**src/rtl/hba_reg_pkg.sv**
```systemverilog
// Package: shared offsets, bit positions and register identifiers for the
// host adapter register file. Assumes 32-bit registers and byte addresses.
package hba_reg_pkg;

    localparam int GOFF_CAP    = 'h00;
    localparam int GOFF_GHC    = 'h04;
    localparam int GOFF_PI     = 'h0C;
    localparam int PORT_BASE   = 'h100;
    localparam int BANK_STRIDE = 'h80;

    localparam int BOFF_CLB  = 'h00;
    localparam int BOFF_CLBU = 'h04;
    localparam int BOFF_FB   = 'h08;
    localparam int BOFF_FBU  = 'h0C;
    localparam int BOFF_IS   = 'h10;
    localparam int BOFF_CMD  = 'h18;
    localparam int BOFF_SERR = 'h30;
    localparam int BOFF_SACT = 'h34;
    localparam int BOFF_CI   = 'h38;

    localparam int GHC_HR_BIT = 0;
    localparam int GHC_IE_BIT = 1;
    localparam int GHC_AE_BIT = 31;

    localparam int CLB_ALIGN_BITS = 10;
    localparam int FB_ALIGN_BITS  = 8;

    typedef enum logic [3:0] {
        RID_NONE, RID_CAP, RID_GHC, RID_PI,
        RID_CLB, RID_CLBU, RID_FB, RID_FBU,
        RID_IS, RID_CMD, RID_SERR, RID_SACT, RID_CI
    } reg_id_e;

endpackage

```
**src/rtl/hba_addr_decode.sv**
```systemverilog
// Address decoder: splits a byte address into the global region or a port
// bank and names the register addressed. Assumes BANK_STRIDE is a power of
// two and that PORT_BASE fits in ADDR_W bits.
module hba_addr_decode
    import hba_reg_pkg::*;
#(
    parameter int ADDR_W    = 12,
    parameter int NUM_PORTS = 4,
    parameter int PIDX_W    = 2
) (
    input  logic [ADDR_W-1:0] addr,
    output reg_id_e           rid,
    output logic [PIDX_W-1:0] pidx,
    output logic              port_ok
);
    localparam int BANK_BITS = $clog2(BANK_STRIDE);
    localparam int RAW_W     = ADDR_W - BANK_BITS;

    logic [ADDR_W-1:0] rebased;
    logic [RAW_W-1:0]  raw_idx;

    // Rebase into the port region and divide by the bank stride.
    always_comb begin
        rebased = addr - ADDR_W'(PORT_BASE);
        raw_idx = rebased[ADDR_W-1:BANK_BITS];
    end

    // Pick the global register or the register inside a bank.
    always_comb begin
        rid     = RID_NONE;
        pidx    = '0;
        port_ok = 1'b0;
        if (addr < ADDR_W'(PORT_BASE)) begin
            case (addr)
                ADDR_W'(GOFF_CAP): rid = RID_CAP;
                ADDR_W'(GOFF_GHC): rid = RID_GHC;
                ADDR_W'(GOFF_PI):  rid = RID_PI;
                default:           rid = RID_NONE;
            endcase
        end else begin
            port_ok = (raw_idx < RAW_W'(NUM_PORTS));
            pidx    = PIDX_W'(raw_idx);
            case (rebased[BANK_BITS-1:0])
                BANK_BITS'(BOFF_CLB):  rid = RID_CLB;
                BANK_BITS'(BOFF_CLBU): rid = RID_CLBU;
                BANK_BITS'(BOFF_FB):   rid = RID_FB;
                BANK_BITS'(BOFF_FBU):  rid = RID_FBU;
                BANK_BITS'(BOFF_IS):   rid = RID_IS;
                BANK_BITS'(BOFF_CMD):  rid = RID_CMD;
                BANK_BITS'(BOFF_SERR): rid = RID_SERR;
                BANK_BITS'(BOFF_SACT): rid = RID_SACT;
                BANK_BITS'(BOFF_CI):   rid = RID_CI;
                default:               rid = RID_NONE;
            endcase
        end
    end
endmodule

```
**src/rtl/hba_global_regs.sv**
```systemverilog
// Global registers: the constant capability and presence words, and the
// host control word. Assumes ghc_we is raised only for accepted writes
// (the rejected reset-plus-enable combination is filtered above).
module hba_global_regs
    import hba_reg_pkg::*;
#(
    parameter int NUM_PORTS = 4,
    parameter int NUM_SLOTS = 32
) (
    input  logic        clk,
    input  logic        rst_n,
    input  logic        ghc_we,
    input  logic [31:0] wdata,
    output logic [31:0] cap_val,
    output logic [31:0] pi_val,
    output logic [31:0] ghc_q,
    output logic        warn_q
);
    localparam logic [31:0] CAP_WORD = (32'(NUM_SLOTS - 1) << 8) | 32'(NUM_PORTS - 1);
    localparam logic [31:0] PI_WORD  = 32'((64'd1 << NUM_PORTS) - 64'd1);

    assign cap_val = CAP_WORD;
    assign pi_val  = PI_WORD;

    // Store host control; the reset request completes at once.
    always_ff @(posedge clk) begin
        if (!rst_n) begin
            ghc_q  <= '0;
            warn_q <= 1'b0;
        end else begin
            warn_q <= ghc_we && wdata[GHC_HR_BIT] && ghc_q[GHC_AE_BIT];
            if (ghc_we) begin
                ghc_q <= wdata & ~(32'd1 << GHC_HR_BIT);
            end
        end
    end
endmodule

```
**src/rtl/hba_port_bank.sv**
```systemverilog
// One port's register bank. Assumes `we` is raised only for an accepted
// write to this port. Hardware sets win over software clears; a software
// command issue set wins over a hardware completion clear.
module hba_port_bank
    import hba_reg_pkg::*;
(
    input  logic        clk,
    input  logic        rst_n,
    input  logic        we,
    input  reg_id_e     rid,
    input  logic [31:0] wdata,
    input  logic [31:0] hw_is_set,
    input  logic [31:0] hw_serr_set,
    input  logic [31:0] hw_ci_clr,
    input  logic [31:0] sact_in,
    output logic [31:0] rdata,
    output logic [63:0] cl_base,
    output logic [63:0] fis_base,
    output logic [31:0] cmd_q,
    output logic [31:0] is_q,
    output logic [31:0] ci_q
);
    localparam logic [31:0] CLB_MASK = ~((32'd1 << CLB_ALIGN_BITS) - 32'd1);
    localparam logic [31:0] FB_MASK  = ~((32'd1 << FB_ALIGN_BITS) - 32'd1);

    logic [31:0] clb_q, clbu_q, fb_q, fbu_q, serr_q;

    // Base address words and the command register.
    always_ff @(posedge clk) begin
        if (!rst_n) begin
            clb_q  <= '0;
            clbu_q <= '0;
            fb_q   <= '0;
            fbu_q  <= '0;
            cmd_q  <= '0;
        end else if (we) begin
            case (rid)
                RID_CLB:  clb_q  <= wdata & CLB_MASK;
                RID_CLBU: clbu_q <= wdata;
                RID_FB:   fb_q   <= wdata & FB_MASK;
                RID_FBU:  fbu_q  <= wdata;
                RID_CMD:  cmd_q  <= wdata;
                default:  ;
            endcase
        end
    end

    // Write-one-to-clear status, set-only issue, with hardware strobes.
    always_ff @(posedge clk) begin
        if (!rst_n) begin
            is_q   <= '0;
            serr_q <= '0;
            ci_q   <= '0;
        end else begin
            is_q   <= (is_q & ~((we && rid == RID_IS) ? wdata : 32'd0)) | hw_is_set;
            serr_q <= (serr_q & ~((we && rid == RID_SERR) ? wdata : 32'd0)) | hw_serr_set;
            ci_q   <= (ci_q & ~hw_ci_clr) | ((we && rid == RID_CI) ? wdata : 32'd0);
        end
    end

    // Read-back selection.
    always_comb begin
        case (rid)
            RID_CLB:  rdata = clb_q;
            RID_CLBU: rdata = clbu_q;
            RID_FB:   rdata = fb_q;
            RID_FBU:  rdata = fbu_q;
            RID_IS:   rdata = is_q;
            RID_CMD:  rdata = cmd_q;
            RID_SERR: rdata = serr_q;
            RID_SACT: rdata = sact_in;
            RID_CI:   rdata = ci_q;
            default:  rdata = '0;
        endcase
    end

    assign cl_base  = {clbu_q, clb_q};
    assign fis_base = {fbu_q, fb_q};
endmodule

```
**src/rtl/hba_regbank.sv**
```systemverilog
// Top of the host adapter register file: decodes the bus, screens illegal
// accesses, routes writes to the global block or one port bank and muxes
// read data. Assumes NUM_PORTS fits the port region of the ADDR_W space.
module hba_regbank
    import hba_reg_pkg::*;
#(
    parameter int NUM_PORTS = 4,
    parameter int NUM_SLOTS = 32,
    parameter int ADDR_W    = 12
) (
    input  logic                    clk,
    input  logic                    rst_n,
    input  logic                    req_valid,
    input  logic                    req_write,
    input  logic [ADDR_W-1:0]       req_addr,
    input  logic [31:0]             req_wdata,
    output logic [31:0]             rsp_rdata,
    output logic                    rsp_err,
    output logic [31:0]             ghc_ctl,
    output logic                    rst_warn,
    output logic                    irq,
    input  logic [NUM_PORTS*32-1:0] hw_is_set,
    input  logic [NUM_PORTS*32-1:0] hw_serr_set,
    input  logic [NUM_PORTS*32-1:0] hw_ci_clr,
    input  logic [NUM_PORTS*32-1:0] sact_in,
    output logic [NUM_PORTS*64-1:0] cl_base,
    output logic [NUM_PORTS*64-1:0] fis_base,
    output logic [NUM_PORTS*32-1:0] port_cmd,
    output logic [NUM_PORTS*32-1:0] cmd_issue
);
    localparam int PIDX_W = (NUM_PORTS > 1) ? $clog2(NUM_PORTS) : 1;

    reg_id_e           rid;
    logic [PIDX_W-1:0] pidx;
    logic              port_ok;
    logic              is_port, ro_target, bad_ghc, ok_wr;
    logic [31:0]       cap_val, pi_val;
    logic [31:0]       bank_rd [NUM_PORTS];
    logic [NUM_PORTS*32-1:0] is_flat;

    hba_addr_decode #(.ADDR_W(ADDR_W), .NUM_PORTS(NUM_PORTS), .PIDX_W(PIDX_W)) u_dec (
        .addr(req_addr), .rid(rid), .pidx(pidx), .port_ok(port_ok)
    );

    // Classify the access and decide whether it is rejected.
    always_comb begin
        is_port   = (rid inside {RID_CLB, RID_CLBU, RID_FB, RID_FBU, RID_IS,
                                 RID_CMD, RID_SERR, RID_SACT, RID_CI});
        ro_target = (rid inside {RID_CAP, RID_PI, RID_SACT});
        bad_ghc   = (rid == RID_GHC) && req_wdata[GHC_HR_BIT] && req_wdata[GHC_AE_BIT];
        rsp_err   = req_valid && ((rid == RID_NONE) || (is_port && !port_ok) ||
                                  (req_write && (ro_target || bad_ghc)));
        ok_wr     = req_valid && req_write && !rsp_err;
    end

    hba_global_regs #(.NUM_PORTS(NUM_PORTS), .NUM_SLOTS(NUM_SLOTS)) u_glob (
        .clk(clk), .rst_n(rst_n), .ghc_we(ok_wr && rid == RID_GHC),
        .wdata(req_wdata), .cap_val(cap_val), .pi_val(pi_val),
        .ghc_q(ghc_ctl), .warn_q(rst_warn)
    );

    for (genvar p = 0; p < NUM_PORTS; p++) begin : g_port
        hba_port_bank u_bank (
            .clk(clk), .rst_n(rst_n),
            .we(ok_wr && is_port && (pidx == PIDX_W'(p))),
            .rid(rid), .wdata(req_wdata),
            .hw_is_set(hw_is_set[p*32 +: 32]),
            .hw_serr_set(hw_serr_set[p*32 +: 32]),
            .hw_ci_clr(hw_ci_clr[p*32 +: 32]),
            .sact_in(sact_in[p*32 +: 32]),
            .rdata(bank_rd[p]),
            .cl_base(cl_base[p*64 +: 64]),
            .fis_base(fis_base[p*64 +: 64]),
            .cmd_q(port_cmd[p*32 +: 32]),
            .is_q(is_flat[p*32 +: 32]),
            .ci_q(cmd_issue[p*32 +: 32])
        );
    end

    // Read data: zero for writes and rejected accesses.
    always_comb begin
        rsp_rdata = '0;
        if (req_valid && !req_write && !rsp_err) begin
            case (rid)
                RID_CAP: rsp_rdata = cap_val;
                RID_GHC: rsp_rdata = ghc_ctl;
                RID_PI:  rsp_rdata = pi_val;
                default: begin
                    for (int p = 0; p < NUM_PORTS; p++) begin
                        if (pidx == PIDX_W'(p)) rsp_rdata = bank_rd[p];
                    end
                end
            endcase
        end
    end

    assign irq = ghc_ctl[GHC_IE_BIT] && (|is_flat);
endmodule

```
**config.mk**
```make
export PLATFORM = sky130hd
export DESIGN_NAME = hba_regbank
export DESIGN_NICKNAME = d
export VERILOG_FILES = /design/src/rtl/hba_reg_pkg.sv /design/src/rtl/hba_addr_decode.sv /design/src/rtl/hba_global_regs.sv /design/src/rtl/hba_port_bank.sv /design/src/rtl/hba_regbank.sv
export SDC_FILE = /design/constraint.sdc
export NUM_CORES = 2
export LEC_CHECK = 0
export ABC_CLOCK_PERIOD_IN_PS = 11500
export BUFFER_PORTS_ARGS = -buffer_cell sky130_fd_sc_hd__buf_2
export CAP_MARGIN = 20
export CORE_AREA = 3 3 543 545
export CTS_BUF_LIST = sky130_fd_sc_hd__clkbuf_2 sky130_fd_sc_hd__clkbuf_4 sky130_fd_sc_hd__clkbuf_8
export CTS_CLUSTER_SIZE = 28
export DETAILED_ROUTE_END_ITERATION = 8
export DIE_AREA = 0 0 546 548
export GPL_ROUTABILITY_DRIVEN = 0
export GPL_TIMING_DRIVEN = 0
export PLACE_DENSITY_LB_ADDON = 0.12
export SYNTH_ARGS = -nofsm -noshare
export SYNTH_HDL_FRONTEND = slang
export SYNTH_SLANG_ARGS = --single-unit
```
**constraint.sdc**
```tcl
create_clock -name clk -period 11.5 [get_ports clk]
set_clock_uncertainty 0.05 [all_clocks]
set_input_delay 3.45 -clock clk [delete_from_list [all_inputs] [get_ports clk]]
set_output_delay 3.45 -clock clk [all_outputs]
set_load 0.02 [all_outputs]
```
==> run summary <==
Synth Register Bits -> 984
unrepaired setup endpoints after global routing -> true
GRT Max-Usage Layer -> met2
WP buf/inv -> 6
Worst Max-Slew Pin Slew -> 1.73 ns
Setup crit end kind -> primary output
Setup CP Type -> in2out
worst-case reg-to-reg path depth -> 3
Worst EP arrival -> 8.28 ns
dpl cells -> 10831
I/O Buffers -> 1291
status -> finished, violations left
WL/cell -> 49.2 microns
largest net degree at the start of global routing -> 20
Hold Vio Cnt, Final -> 0
Finished Layout Cells -> 11284
distinct cell type count after synthesis -> 83
Register Area -> 19700 sq um
Synth Flop Type -> dfxtp_1
Layout fillers -> 32695
Critical Path Stages -> 13
clock root cell -> clkbuf_8
Post-synth EDFFs -> 0
initial DRC count -> 9290
r2r endpoint -> g_port[0].u_bank.ci_q[11]
Max Freq -> 84.9 MHz
ANT nets after route -> 0
P&R area growth vs syn -> 39.1%
core area -> 291000 sq um
Critical-path top delay cell -> a21boi_0
cells along the critical path -> clkbuf_2 > inv_2 > ha_1 > nor3b_4 > buf_4 > nor2_8 > clkdlybuf4s15_1 > o211ai_1 > buf_6 > a21oi_1 > o21ai_0 > a21boi_0 > buf_2
DRC Markers -> 0
Synth top area share -> 0.431
Vias/cell -> 5.13
Gate Count Post-Synth -> 5485
CTS tree -> yes
met1 Usage GRT -> 0.442
CP Launch Point -> req_addr[8]
Mapped Avg Cell Area -> 8.34 sq um
final worst setup slack -> -0.283 ns
Inserted Clock Buffers -> 205
Syn. warnings -> 0
# H-tree levels -> 4
sequential share of the synthesized area -> 0.431
Cell Area, Synth -> 45700 sq um
Synth area leader -> dfxtp_1
share of synthesized registers carrying an async set or reset -> 0
CP endpoint -> rsp_err
dpl hpwl -> 467000 microns
MaxCap Viol Count -> 1
Top delay family on crit path -> compound AO/OA/AOI/OAI gates
reg2reg setup slack -> 9.90 ns
GR Util met2 -> 0.508
Post-Place Setup Slack -> -1.54 ns
Final setup viols -> 23
Crit path largest cell delay -> 1.18 ns
Tot Pwr -> 8660 uW
Initial Util -> 0.157
failing checks -> capacitance limit, slew limit, setup timing
Worst-path clk slew -> 0.06 ns
die height -> 548 microns
first-pass GRT wire length -> 669000 microns
die width -> 546 microns
clk sink count -> 984
Post-Route Setup TNS -> -2.75 ns
Clock Latency Late Sink -> 1.05 ns
count of nets after finishing -> 7718
gr usage total -> 0.354
DIE AREA -> 299000 sq um
row count -> 198
drt total wl -> 555000 microns
most frequent cells in the layout -> nand2_1, buf_2, dfxtp_1, a21boi_0, o21a_1
most common cell after layout, fill and taps aside -> nand2_1
hold_buf cts -> 0
Layout Utilization -> 0.219
initial antenna violation count -> 184
number of global-route vias before repair -> 52042
peak supply drop -> 0.0000802 V
GR Util met3 -> 0.133
CP Launch Type -> input port
area of the multi-input gates -> 23700 sq um
Static Leak -> 0.0245 uW
Slew Limit Fails -> 6
Hold Crit Class -> reg2reg
Ports -> 1395
most area-consuming cells after synthesis -> dfxtp_1, nand2_1, a21boi_0
min Tclk post-route -> 11.78 ns
pwr/cell area -> 136 nW/um^2
Pre-Repair DR Iteration Count -> 9
crit-path max FO -> 10
Max-slew headroom -> -0.154
critical path required time -> 8.00 ns
clock buffer depth -> 4
layout cells sized above 1 -> 0.292
RR Startpoint -> g_port[0].u_bank.ci_q[11]
GRT Residual Overflow -> 0
crit share post-route -> 1.02
vias post-DR -> 57842
## state kept, by name (all words and copies together), names as in the netlist
| name | cells |
|---|---|
| g_port.u_bank.ci_q | 128 |
| g_port.u_bank.clb_q | 88 |
| g_port.u_bank.clbu_q | 128 |
| g_port.u_bank.cmd_q | 128 |
| g_port.u_bank.fb_q | 96 |
| g_port.u_bank.fbu_q | 128 |
| g_port.u_bank.is_q | 128 |
| g_port.u_bank.serr_q | 128 |
| u_glob.ghc_q | 31 |
| u_glob.warn_q | 1 |
## what timing repair did
action,in CTS,in global routing
setup buffers,17,0
setup endpoints to repair,33,16
pin swaps,10,8
gates resized for setup,84,22
## worst reg2reg max path, cell delays in order (launching register included)
cell and delay [ns]:
dfxtp_1 0.70, nor2b_1 0.58, a21oi_1 0.08, nor2b_1 0.12
## per-layer routing
layer	wire length [microns]	vias to the layer above
met2	222000	4888
met1	224000	28971
li1	-	22686
met4	44500	88
met5	603	-
met3	63600	1209
## worst min-delay path by stage
stage / start / depth (start not counted) / slack, ns / endpoint
after floorplan: g_port[1].u_bank.serr_q[12] / 2 / 0.47 / g_port[1].u_bank.serr_q[12]
after global placement: u_glob.ghc_q[24] / 2 / 0.40 / u_glob.ghc_q[24]
after detailed placement: u_glob.ghc_q[19] / 2 / 0.41 / u_glob.ghc_q[19]
after CTS: u_glob.ghc_q[19] / 2 / 0.41 / u_glob.ghc_q[19]
after global routing: u_glob.ghc_q[24] / 2 / 0.44 / u_glob.ghc_q[24]
final: u_glob.ghc_q[19] / 2 / 0.42 / u_glob.ghc_q[19]
## final cells by class
class,instances,share of cell area
multi-input combinational,3984,0.373
sequential,984,0.310
timing repair buffer,1398,0.123
tap,3900,0.0767
clock buffer,322,0.0614
buffer,576,0.0474
clock inverter,28,0.00511
antenna,85,0.00334
inverter,7,0.000413
## synth_stat cells, types with 46 or more instances
cell type / instances
nand2_1: 1416
dfxtp_1: 984
a21boi_0: 547
o21a_1: 512
clkbuf_1: 285
nor2b_1: 259
a21oi_1: 233
a22oi_1: 143
buf_2: 134
a221oi_1: 120
buf_4: 109
nand3_1: 79
a222oi_1: 66
a21boi_1: 56
nor2_1: 52
buf_1: 46
o21ai_0: 46
## through the flow
step / cell area, sq um / hold slack [ns]
final: 63600 / 0.418
after global routing: 63500 / 0.439
after CTS: 63300 / 0.414
after detailed placement: 58700 / 0.405
after global placement: 57400 / 0.403
after floorplan: 46000 / 0.471
## power by group
group	total [uW]	internal [uW]	switching [uW]
Combinational	900	278	622
Clock	4140	2250	1890
Sequential	3610	3470	138
## kinds of logic (layout without fill, tap and decap cells)
| kind of cell | after synthesis | count (layout) | synth area share |
|---|---|---|---|
| and+or+nand+nor | 1980 | 1980 | 0.193 |
| AOI/OAI and AO/OA | 1896 | 1896 | 0.306 |
| DFF | 984 | 984 | 0.431 |
| buffers and inverters | 589 | 2331 | 0.0622 |
| muxes | 33 | 33 | 0.00744 |
| adders and majority gates | 2 | 2 | 0.000547 |
| other | 1 | 158 | 0.0000820 |
Note: power is estimated with default switching activity, not from simulation.
